### config.mk
export PLATFORM = sky130hd
export DESIGN_NAME = rxck_verifier
export DESIGN_NICKNAME = d
export VERILOG_FILES = /design/src/rtl/rxck_pkg.sv /design/src/rtl/rxck_hdr_fields.sv /design/src/rtl/rxck_sum_lane.sv /design/src/rtl/rxck_result.sv /design/src/rtl/rxck_verifier.sv
export SDC_FILE = /design/constraint.sdc
export NUM_CORES = 1
export LEC_CHECK = 0
export CAP_MARGIN = 10
export CORE_UTILIZATION = 41
export DETAILED_ROUTE_END_ITERATION = 6
export GPL_ROUTABILITY_DRIVEN = 0
export PLACE_DENSITY_LB_ADDON = 0.08
export SYNTH_ARGS = -nofsm -noshare
export SYNTH_HDL_FRONTEND = slang
export SYNTH_SLANG_ARGS = --single-unit
### constraint.sdc
create_clock -name clk -period 15.4 [get_ports clk]
set_input_delay 3.08 -clock clk [delete_from_list [all_inputs] [get_ports clk]]
set_output_delay 3.08 -clock clk [all_outputs]
set_load 0.01 [all_outputs]
### src/rtl/rxck_pkg.sv
package rxck_pkg;
  // frame layout (byte offsets from the first destination-address byte)
  localparam int ETH_HDR_LEN = 14;
  localparam int OFS_ETYPE   = 12;
  localparam int OFS_VIHL    = 14;
  localparam int OFS_TLEN    = 16;
  localparam int OFS_PROTO   = 23;
  localparam int OFS_ADDR    = 26;
  localparam int ADDR_BYTES  = 8;

  localparam logic [15:0] ETYPE_V4 = 16'h0800;
  localparam logic [15:0] ETYPE_V6 = 16'h86DD;

  localparam logic [7:0] PROTO_ICMP = 8'd1;
  localparam logic [7:0] PROTO_TCP  = 8'd6;
  localparam logic [7:0] PROTO_UDP  = 8'd17;

  // check-enable register bit positions
  localparam int EB_IP4   = 0;
  localparam int EB_TCP4  = 4;
  localparam int EB_UDP4  = 5;
  localparam int EB_ICMP4 = 6;
  localparam int EB_TCP6  = 20;
  localparam int EB_UDP6  = 21;
  localparam int EB_ICMP6 = 22;
  localparam logic [31:0] CHK_MASK =
    (32'd1 << EB_IP4) | (32'd1 << EB_TCP4) | (32'd1 << EB_UDP4) |
    (32'd1 << EB_ICMP4) | (32'd1 << EB_TCP6) | (32'd1 << EB_UDP6) |
    (32'd1 << EB_ICMP6);

  // control register: receive master enable
  localparam int MASTER_BIT = 5;

  // per-frame enable snapshot, compacted
  localparam int FE_IP   = 0;
  localparam int FE_TCP  = 1;
  localparam int FE_UDP  = 2;
  localparam int FE_ICMP = 3;
  localparam int FE_W    = 4;

  // summing lanes
  localparam int LANE_HDR = 0;
  localparam int LANE_L4  = 1;
  localparam int LANE_PSH = 2;
  localparam int NUM_LANES = 3;

  localparam int TRL_BYTES = 4;

  typedef enum logic {ST_BODY, ST_TRAIL} rxck_state_t;

  // place a byte in its half of a 16-bit word: even offsets are high bytes
  function automatic logic [31:0] lane_word(input logic [7:0] b, input logic odd);
    return odd ? {24'd0, b} : {16'd0, b, 8'd0};
  endfunction

  // end-around-carry fold of a 32-bit accumulator into 16 bits
  function automatic logic [15:0] fold16(input logic [31:0] s);
    logic [16:0] t;
    logic [16:0] r;
    t = {1'b0, s[15:0]} + {1'b0, s[31:16]};
    r = {1'b0, t[15:0]} + {16'd0, t[16]};
    return r[15:0];
  endfunction

  // value reported in a trailer field: 0 when the covered data sums to all ones
  function automatic logic [15:0] residue(input logic [31:0] s);
    return ~fold16(s);
  endfunction
endpackage

### src/rtl/rxck_hdr_fields.sv
module rxck_hdr_fields
  import rxck_pkg::*;
#(
  parameter int CNT_W = 16
) (
  input  logic             clk,
  input  logic             rst_n,
  input  logic             beat,
  input  logic             last,
  input  logic [7:0]       data,
  output logic [CNT_W-1:0] idx,
  output logic [CNT_W-1:0] flen,
  output logic [15:0]      etype,
  output logic [7:0]       vihl,
  output logic [15:0]      tlen,
  output logic [7:0]       proto
);
  localparam logic [CNT_W-1:0] IDX_MAX = '1;

  logic [CNT_W-1:0] idx_inc;
  assign idx_inc = (idx == IDX_MAX) ? idx : idx + 1'b1;

  always_ff @(posedge clk) begin
    if (!rst_n) begin
      idx   <= '0;
      flen  <= '0;
      etype <= '0;
      vihl  <= '0;
      tlen  <= '0;
      proto <= '0;
    end else if (beat) begin
      idx <= last ? '0 : idx_inc;
      if (last) flen <= idx_inc;
      // fields are cleared at the first byte so short frames leave no stale values
      if (idx == CNT_W'(OFS_ETYPE))          etype[15:8] <= data;
      else if (idx == '0)                    etype       <= '0;
      if (idx == CNT_W'(OFS_ETYPE + 1))      etype[7:0]  <= data;
      if (idx == CNT_W'(OFS_VIHL))           vihl        <= data;
      else if (idx == '0)                    vihl        <= '0;
      if (idx == CNT_W'(OFS_TLEN))           tlen[15:8]  <= data;
      else if (idx == '0)                    tlen        <= '0;
      if (idx == CNT_W'(OFS_TLEN + 1))       tlen[7:0]   <= data;
      if (idx == CNT_W'(OFS_PROTO))          proto       <= data;
      else if (idx == '0)                    proto       <= '0;
    end
  end
endmodule

### src/rtl/rxck_sum_lane.sv
module rxck_sum_lane
  import rxck_pkg::*;
(
  input  logic        clk,
  input  logic        rst_n,
  input  logic        clr,
  input  logic        add,
  input  logic [7:0]  data,
  input  logic        odd,
  output logic [31:0] acc
);
  always_ff @(posedge clk) begin
    if (!rst_n)     acc <= '0;
    else if (clr)   acc <= '0;
    else if (add)   acc <= acc + lane_word(data, odd);
  end
endmodule

### src/rtl/rxck_result.sv
module rxck_result
  import rxck_pkg::*;
#(
  parameter int CNT_W = 16
) (
  input  logic [15:0]      etype,
  input  logic [7:0]       vihl,
  input  logic [15:0]      tlen,
  input  logic [7:0]       proto,
  input  logic [CNT_W-1:0] flen,
  input  logic [31:0]      acc_hdr,
  input  logic [31:0]      acc_l4,
  input  logic [31:0]      acc_psh,
  input  logic [FE_W-1:0]  fen,
  input  logic [1:0]       sel,
  output logic [15:0]      ip_res,
  output logic [15:0]      l4_res,
  output logic [7:0]       tbyte
);
  localparam int W1 = (CNT_W > 16 ? CNT_W : 16) + 1;

  logic [5:0]    hl;
  logic [W1-1:0] flen_x, need_hdr, need_l4;
  logic          is_v4, hdr_done, l4_done, l4_on, use_ph;
  logic [15:0]   l4_len;
  logic [31:0]   l4_sum;

  always_comb begin
    hl       = {vihl[3:0], 2'b00};
    flen_x   = W1'(flen);
    need_hdr = W1'(ETH_HDR_LEN) + W1'(hl);
    need_l4  = W1'(ETH_HDR_LEN) + W1'(tlen);
    is_v4    = (etype == ETYPE_V4) && (vihl[7:4] == 4'd4) && (vihl[3:0] >= 4'd5);
    hdr_done = flen_x >= need_hdr;
    l4_done  = hdr_done && (tlen >= 16'(hl)) && (flen_x >= need_l4);
    l4_len   = tlen - 16'(hl);
    case (proto)
      PROTO_TCP:  begin l4_on = fen[FE_TCP];  use_ph = 1'b1; end
      PROTO_UDP:  begin l4_on = fen[FE_UDP];  use_ph = 1'b1; end
      PROTO_ICMP: begin l4_on = fen[FE_ICMP]; use_ph = 1'b0; end
      default:    begin l4_on = 1'b0;         use_ph = 1'b0; end
    endcase
    l4_sum = acc_l4 + (use_ph ? (acc_psh + 32'(proto) + 32'(l4_len)) : 32'd0);
    ip_res = (is_v4 && hdr_done && fen[FE_IP]) ? residue(acc_hdr) : 16'hFFFF;
    l4_res = (is_v4 && l4_done && l4_on) ? residue(l4_sum) : 16'hFFFF;
    case (sel)
      2'd0:    tbyte = ip_res[7:0];
      2'd1:    tbyte = ip_res[15:8];
      2'd2:    tbyte = l4_res[7:0];
      default: tbyte = l4_res[15:8];
    endcase
  end
endmodule

### src/rtl/rxck_verifier.sv
module rxck_verifier
  import rxck_pkg::*;
#(
  parameter int CNT_W = 16
) (
  input  logic        clk,
  input  logic        rst_n,
  input  logic [7:0]  s_data,
  input  logic        s_valid,
  input  logic        s_last,
  output logic        s_ready,
  output logic [7:0]  m_data,
  output logic        m_valid,
  output logic        m_last,
  input  logic        m_ready,
  input  logic        reg_we,
  input  logic        reg_addr,
  input  logic [31:0] reg_wdata,
  output logic [31:0] reg_rdata
);
  localparam int W1 = (CNT_W > 16 ? CNT_W : 16) + 1;
  localparam logic [1:0] TRL_LAST = 2'(TRL_BYTES - 1);

  rxck_state_t      st_q;
  logic [1:0]       trl_cnt;
  logic             master_q;
  logic [31:0]      chk_q;
  logic [FE_W-1:0]  fen_q;

  logic [CNT_W-1:0] idx, flen;
  logic [15:0]      etype, tlen;
  logic [7:0]       vihl, proto;
  logic [7:0]       trl_byte;
  logic [15:0]      ip_res, l4_res;

  // named events, also observed by the checker
  logic             s_beat, frame_start, trail_active, in_frame, trl_done;
  logic             in_hdr, in_l4, in_psh;
  logic [NUM_LANES-1:0] lane_add;
  logic [31:0]      lane_acc [NUM_LANES];

  logic [3:0]       ihl_now;
  logic [W1-1:0]    idx_x, hdr_end, l4_beg, l4_end;

  assign trail_active = (st_q == ST_TRAIL);
  assign s_ready      = !trail_active && m_ready;
  assign s_beat       = s_valid && s_ready;
  assign frame_start  = s_beat && (idx == '0);
  assign in_frame     = trail_active || (idx != '0);
  assign trl_done     = trail_active && m_ready && (trl_cnt == TRL_LAST);

  assign m_valid = trail_active ? 1'b1 : s_valid;
  assign m_data  = trail_active ? trl_byte : s_data;
  assign m_last  = trail_active && (trl_cnt == TRL_LAST);

  assign reg_rdata = reg_addr ? chk_q
                              : (32'(master_q || in_frame) << MASTER_BIT);

  rxck_hdr_fields #(.CNT_W(CNT_W)) u_fields (
    .clk   (clk),
    .rst_n (rst_n),
    .beat  (s_beat),
    .last  (s_last),
    .data  (s_data),
    .idx   (idx),
    .flen  (flen),
    .etype (etype),
    .vihl  (vihl),
    .tlen  (tlen),
    .proto (proto)
  );

  // byte windows for the three sums
  always_comb begin
    ihl_now = (idx == CNT_W'(OFS_VIHL)) ? s_data[3:0] : vihl[3:0];
    idx_x   = W1'(idx);
    hdr_end = W1'(ETH_HDR_LEN) + W1'({ihl_now, 2'b00});
    l4_beg  = W1'(ETH_HDR_LEN) + W1'({vihl[3:0], 2'b00});
    l4_end  = W1'(ETH_HDR_LEN) + W1'(tlen);
    in_hdr  = (idx_x >= W1'(ETH_HDR_LEN)) && (idx_x < hdr_end);
    in_l4   = (idx_x >= l4_beg) && (idx_x < l4_end);
    in_psh  = (idx_x >= W1'(OFS_ADDR)) && (idx_x < W1'(OFS_ADDR + ADDR_BYTES));
    lane_add = '0;
    lane_add[LANE_HDR] = s_beat && in_hdr;
    lane_add[LANE_L4]  = s_beat && in_l4;
    lane_add[LANE_PSH] = s_beat && in_psh;
  end

  for (genvar g = 0; g < NUM_LANES; g++) begin : g_lane
    rxck_sum_lane u_lane (
      .clk   (clk),
      .rst_n (rst_n),
      .clr   (frame_start),
      .add   (lane_add[g]),
      .data  (s_data),
      .odd   (idx[0]),
      .acc   (lane_acc[g])
    );
  end

  rxck_result #(.CNT_W(CNT_W)) u_result (
    .etype   (etype),
    .vihl    (vihl),
    .tlen    (tlen),
    .proto   (proto),
    .flen    (flen),
    .acc_hdr (lane_acc[LANE_HDR]),
    .acc_l4  (lane_acc[LANE_L4]),
    .acc_psh (lane_acc[LANE_PSH]),
    .fen     (fen_q),
    .sel     (trl_cnt),
    .ip_res  (ip_res),
    .l4_res  (l4_res),
    .tbyte   (trl_byte)
  );

  always_ff @(posedge clk) begin
    if (!rst_n) begin
      st_q     <= ST_BODY;
      trl_cnt  <= '0;
      master_q <= 1'b0;
      chk_q    <= '0;
      fen_q    <= '0;
    end else begin
      if (reg_we) begin
        if (reg_addr) chk_q    <= reg_wdata & CHK_MASK;
        else          master_q <= reg_wdata[MASTER_BIT];
      end
      if (frame_start) begin
        fen_q[FE_IP]   <= master_q && chk_q[EB_IP4];
        fen_q[FE_TCP]  <= master_q && chk_q[EB_TCP4];
        fen_q[FE_UDP]  <= master_q && chk_q[EB_UDP4];
        fen_q[FE_ICMP] <= master_q && chk_q[EB_ICMP4];
      end
      case (st_q)
        ST_BODY: if (s_beat && s_last) begin
          st_q    <= ST_TRAIL;
          trl_cnt <= '0;
        end
        default: if (m_ready) begin
          trl_cnt <= trl_cnt + 2'd1;
          if (trl_done) st_q <= ST_BODY;
        end
      endcase
    end
  end
endmodule

==> results of run 1 <==
## cell type report
type	instances	area, sq um	area share [%]
timing repair buffer	54	498	2.64
sequential	191	3820	20.3
multi-input combinational	1880	12900	68.6
tap	539	674	3.58
inverter	75	282	1.49
clock buffer	17	425	2.26
clock inverter	15	214	1.13
## worst min-delay path: cells and delay by family, from the launching register on
family	cells	cell delay [ns]
DFF	1	0.31
AOI/OAI and AO/OA	1	0.07
and+or+nand+nor	1	0.04
## synth_stat cells, types with 12 or more instances
| cell type | n |
|---|---|
| inv_1 | 75 |
| a21o_1 | 60 |
| or3_1 | 28 |
| fa_1 | 16 |
| ha_1 | 202 |
| a211oi_1 | 19 |
| o211ai_1 | 15 |
| o21ai_0 | 113 |
| a21oi_1 | 132 |
| clkbuf_1 | 78 |
| xnor2_1 | 118 |
| and2_1 | 47 |
| xor2_1 | 82 |
| o21a_1 | 23 |
| or4_1 | 16 |
| o211a_1 | 14 |
| nor2b_1 | 53 |
| nand2_1 | 175 |
| dfxtp_1 | 191 |
| a22oi_1 | 12 |
| nor4_1 | 23 |
| nand4_1 | 30 |
| o31ai_1 | 13 |
| nand2b_1 | 26 |
| a31oi_1 | 20 |
| mux2i_1 | 27 |
| nor3_1 | 50 |
| and3_1 | 36 |
| nor2_1 | 216 |
| nand3_1 | 108 |
| buf_4 | 25 |
| a21boi_0 | 57 |
## worst max-delay path by stage
stage / startpoint / to / slack (ns) / depth (start not counted)
after floorplan: u_fields.vihl[0] / m_data[7] / 3.54 / 45
after global placement: u_fields.vihl[1] / m_data[7] / 1.45 / 43
after detailed placement: u_fields.vihl[1] / m_data[3] / 1.41 / 43
after CTS: u_fields.vihl[1] / m_data[7] / 0.82 / 45
after global routing: u_fields.vihl[1] / m_data[3] / 0.15 / 43
final: u_fields.vihl[1] / m_data[3] / 0.89 / 43
## cells by family after synthesis
| kind of cell | count (synthesis) |
|---|---|
| compound gates | 551 |
| xor+xnor | 200 |
| fa+ha+maj | 218 |
| simple gates | 858 |
| buf+inv | 186 |
| flops | 191 |
| other cells | 1 |
| mux | 28 |
## flip-flops by register name (all words and copies together) (netlist names), 7 cells and up
signal / cells
chk_q: 7
g_lane.u_lane.acc: 96
u_fields.etype: 16
u_fields.flen: 16
u_fields.idx: 16
u_fields.proto: 8
u_fields.tlen: 16
u_fields.vihl: 8
## power by group through the flow
stage / combinational [mW] / sequential [mW] / clock (mW)
final: 0.0922 / 0.500 / 0.498
after global routing: 0.101 / 0.501 / 0.532
after CTS: 0.0928 / 0.500 / 0.510
after detailed placement: 0.0926 / 0.512 / 0
after global placement: 0.0919 / 0.512 / 0
after floorplan: 0.0619 / 0.510 / 0
## layout by cell type (no fill, tap or decap), types with 14 or more instances in the layout
master           netlist  layout
a21o_1                60      60
conb_1                 1      25
a211oi_1              19      19
nor2_1               216     216
xnor2_1              118     118
xor2_1                82      82
o211a_1               14      14
buf_4                 25      15
nand4_1               30      30
nand3_1              108     108
nor4_1                23      23
mux2i_1               27      27
o21a_1                23      23
fa_1                  16      16
clkbuf_16              0      17
inv_1                 75      75
and2_1                47      47
ha_1                 202     202
nand2_1              175     174
nand2b_1              26      26
and3_1                36      36
a21boi_0              57      57
a31oi_1               20      20
or3_1                 28      28
nor2b_1               53      53
a21oi_1              132     130
nor3_1                50      50
or4_1                 16      16
clkdlybuf4s50_1        0      38
dfxtp_1              191     191
o211ai_1              15      15
o21ai_0              113     113
## metrics by stage
stage	worst slack, ns	hold WS (ns)	power (mW)	instances	area, sq um
after floorplan	3.54	0.439	0.572	2257	17600
after global placement	1.45	0.454	0.604	2739	18200
after detailed placement	1.41	0.456	0.605	2739	18200
after CTS	0.820	0.469	1.10	2771	18900
after global routing	0.146	0.494	1.13	2771	18900
final	0.891	0.464	1.09	2771	18900
## metal layers
layer | part of all wire (%) | vias to the layer above | GRT usage (%) | routed length, microns
li1 | - | 7930 | - | -
met1 | 47 | 7367 | 30.5 | 24000
met2 | 47 | 233 | 40.0 | 23700
met3 | 3.0 | 63 | 3.44 | 1530
met4 | 2.9 | 0 | 8.15 | 1450
met5 | 0 | - | 0 | 0
==> results.toml, run 1 <==
[status]
status = "complete, no violations"

[finish]
nNetsFinal = 2484
syn_to_final_growth_pct = 8.02
drive_above_1_share_pct = 3.81
n_fill_cell = 4285
num_antenna_cells = 0
final_core_util_pct = 45.0

[critical_path]
cpMostUsedCell = "ha_1"
crit_path_end_kind = "primary output"
cp.buffers_inverters = 3
cp_data_required_time_ns = 12.32
rr_startpoint = "u_fields.idx[5]"
r2r_slack_ns = 10.29
r2r_end = "g_lane[0].u_lane.acc[31]"
crit_slowest_cell = "clkdlybuf4s50_1"
start_kind = "flop"
worst_ep_arrival_time_ns = 11.43
crit_fanout = 5
cpPeakStageDelay_ns = 0.59
reg2reg_depth = 15
path_class = "flop to primary output"
crit_family = "compound AO/OA/AOI/OAI gates"

[logic_synthesis]
synth_edf_count = 0
yosys.area_share.simple_pct = 24.9
synth_top_area_cell = "dfxtp_1"
synth_area_sq_mm = 0.0175
synth_seq_cells = 191
synthMuxAreaShare_pct = 1.61
synth_compound_area_share_pct = 20.7
ys_seq_area_share_pct = 21.9
yosys-top-cells-area = "dfxtp_1, ha_1, xnor2_1, nor2_1, xor2_1"
synth_xor_area_share_pct = 10.0
yosysTopAreaCellShare_pct = 21.9
ys_types = 83
async_reset_ff_share_pct = 0
synth_cells = 2233
yosysWarnings = 0
synth_ff_type = "dfxtp_1"
syn_area_per_cell_sq_um = 7.82
synth_top_family_by_area = "simple AND/OR/NAND/NOR gates"
synthAdderAreaFrac_pct = 16.3

[routing]
first_pass_iters = 5
viasPerCell = 5.63
wl_per_cell_microns = 18.3
antenna_left = 0
drc = 0
via_count = 15593
first_iter_violations = 976
routed_wl_microns = 50700

[sta]
fmax_ghz = 0.0689
period_minus_slack_ns = 14.51
hold_viol = 0
slew_headroom_pct = 28.6
rsz0062_at_grt = "false"
fin_worst_skew_ns = 0.0137
finalCritPeriodShare_pct = 94.2
tightest_slew_ns = 1.06
maxSlewViolCount = 0
setup_viol = 0
tns_ns = 0

[pwr]
power_frac_clock_pct = 45.6
p_per_area_mw_per_mm2 = 57.8
power_switching_mw = 0.308
vdd_drop_max_mv = 0.0636
netSwitchingFraction_pct = 28.3
p_seq_share_pct = 45.9
p_comb_share_pct = 8.5
leakage_nw = 8.03
power.internal_mw = 0.782

[clocking]
cts_tree = "yes"
post-cts-setup-buffers = 0
path_clk_slew_ns = 0.08
cts.sinks = 191
cts_buffers = 17
clockRootBuffer = "clkbuf_16"
cts_resized = 0
cts_hold_buf = 0
cts.htree.levels = 4
insertion_delay_ns = 0.48
cts.path.max_buffers = 2

[global_routing]
grt_pass1_vias = 14947
grt_usage_pct = 23.6
grt_pass1_wl_microns = 81200
grt.overflow.total = 0
antenna_found_initial = 2
grt_start_max_net_pins = 73

[floorplanning]
die_y_microns = 208
dieArea_sq_mm = 0.0434
rows = 75
placeableCoreArea_sq_mm = 0.0419
initial_core_util_pct = 41.6
io_pins = 90
die_x_microns = 208

[worst_hold_path]
hold_path.class = "flop to flop"
hold_end = "chk_q[22]"
min_path_cells = 2
hold_start = "chk_q[22]"

[flow_run]
max_cap_violations = 0

[place]
dp_hpwl_microns = 40300
port_buffers = 39
Power figures use the tool's default switching activity.
==> run 2: changes to the inputs <==
--- a/config.mk
+++ b/config.mk
@@ -8,7 +8,6 @@
 export CAP_MARGIN = 10
 export CORE_UTILIZATION = 41
 export DETAILED_ROUTE_END_ITERATION = 6
-export GPL_ROUTABILITY_DRIVEN = 0
 export PLACE_DENSITY_LB_ADDON = 0.08
 export SYNTH_ARGS = -nofsm -noshare
 export SYNTH_HDL_FRONTEND = slang
==> run 2 against run 1 <==
Cell area fell by 0.15%. Core utilization down 0.066 points. Sequential cell count stayed put. Maximum frequency is 0.72% higher. Critical path depth did not move. Sequential share of layout area hardly changed. Clock power fell by 4.2%. Sequential power about the same. Worst setup slack gained 0.10 ns. Clock-buffer cell count is 1 higher. Combinational power shrank 0.4%. Global-route usage fell by 0.085 points. Critical path type unchanged. Critical endpoint is now m_data[7]. Largest cell class unchanged. Largest power group unchanged.
==> results.toml, run 2 (synthesis results as in run 1) <==
[floorplanning]
rows = 75
placeableCoreArea_sq_mm = 0.0419
die_x_microns = 208
die_y_microns = 208
initial_core_util_pct = 41.6
dieArea_sq_mm = 0.0434
io_pins = 90

[critical_path]
start_kind = "flop"
cp.buffers_inverters = 3
crit_family = "compound AO/OA/AOI/OAI gates"
crit_slowest_cell = "clkdlybuf4s50_1"
cp_data_required_time_ns = 12.32
cpPeakStageDelay_ns = 0.61
crit_fanout = 5
crit_path_end_kind = "primary output"
worst_ep_arrival_time_ns = 11.32
cpMostUsedCell = "ha_1"
path_class = "flop to primary output"

[place]
gp_congestion = 0.883
preCtsSetupSlack_ns = 1.44
dpl_cell_area_sq_mm = 0.0182
place_inst = 2738
dp_hpwl_microns = 40100
port_buffers = 39

[routing]
viasPerCell = 5.63
routed_wl_microns = 50700
dr_wl_met2_microns = 23500
routed.top_layer = "met4"
via_count = 15588
met3_length_microns = 2120
first_iter_violations = 893
first_pass_iters = 5
antenna_left = 0
drt-met1-wl_microns = 23400
drc = 0
wl_per_cell_microns = 18.3

[clocking]
cts_tree = "yes"
cts_buffers = 17
cts.sinks = 191
cts.htree.levels = 4
cts_hold_buf = 0
path_clk_slew_ns = 0.08
clockRootBuffer = "clkbuf_16"
cts_resized = 0
cts.path.max_buffers = 2
post-cts-setup-buffers = 0
insertion_delay_ns = 0.48

[global_routing]
grt_usage_pct = 23.5
grt_pass1_vias = 14926
grt.overflow.total = 0
antenna_found_initial = 0
grt_start_max_net_pins = 60
grt_pass1_wl_microns = 80700

[sta]
setup_viol = 0
slew_headroom_pct = 30.3
tightest_slew_ns = 1.03
fin_worst_skew_ns = 0.0140
hold_viol = 0
rsz0062_at_grt = "false"
maxSlewViolCount = 0
finalCritPeriodShare_pct = 93.5
period_minus_slack_ns = 14.40
fmax_ghz = 0.0694
fin_ws_ns = 0.995
hold_slack_ns = 0.465
tns_ns = 0

[finish]
largest_register_ffs = 96
final_core_util_pct = 44.9
regMostFlops = "g_lane.u_lane.acc"
num_antenna_cells = 0
mostFrequentLayoutCell = "nor2_1"
nNetsFinal = 2483
n_fill_cell = 4302
syn_to_final_growth_pct = 7.86
finalNonFillerCells = 2770
final_cell_mix = "nor2_1, ha_1, dfxtp_1"
drive_above_1_share_pct = 3.72
stdcell_area_sq_mm = 0.0188

[pwr]
p_per_area_mw_per_mm2 = 56.8
power_mw = 1.07
leakage_nw = 8.02
vdd_drop_max_mv = 0.0634

[flow_run]
max_cap_violations = 0

[status]
status = "complete, no violations"

[worst_hold_path]
hold_path.class = "flop to flop"
run 2: cell count changes in the layout (fill, tap and decap cells not counted):
cell / change
buf_4: -1
a21oi_2: -1
bufinv_16: -1
clkinv_8: +1
a21oi_1: +1
clkbuf_8: +1
inv_12: -1
run 2: layout make-up:
cell class / count / area (sq um) / area share (%)
Clock buffer: 18 / 439 / 2.33
Clock inverter: 14 / 184 / 0.976
Inverter: 75 / 282 / 1.49
Multi-Input combinational cell: 1880 / 12900 / 68.7
Sequential cell: 191 / 3820 / 20.3
Tap cell: 539 / 674 / 3.58
Timing Repair Buffer: 53 / 490 / 2.60
run 2: power by group:
| part | internal [mW] | switching, mW |
|---|---|---|
| Clock | 0.239 | 0.238 |
| Combinational | 0.0332 | 0.0587 |
| Sequential | 0.496 | 0.00410 |
| Total | 0.769 | 0.301 |
run 2: worst min-delay path, cell delays in order (launching register included):
cell and delay [ns]:
dfxtp_1 0.31, nand2_1 0.04, a21boi_0 0.06
run 2: metal layers:
| metal | up-vias | track usage, % |
|---|---|---|
| li1 | 7924 | - |
| met1 | 7332 | 29.9 |
| met2 | 260 | 39.2 |
| met3 | 72 | 4.75 |
| met4 | 0 | 8.63 |
| met5 | - | 0 |
run 2: final timing paths:
kind / from / endpoint / slack, ns / depth (start not counted)
max: u_fields.vihl[1] / m_data[7] / 1.0 / 43
min: chk_q[21] / chk_q[21] / 0.47 / 2
max reg2reg: u_fields.idx[5] / g_lane[0].u_lane.acc[31] / 10.27 / 15
min reg2reg: chk_q[21] / chk_q[21] / 0.47 / 2
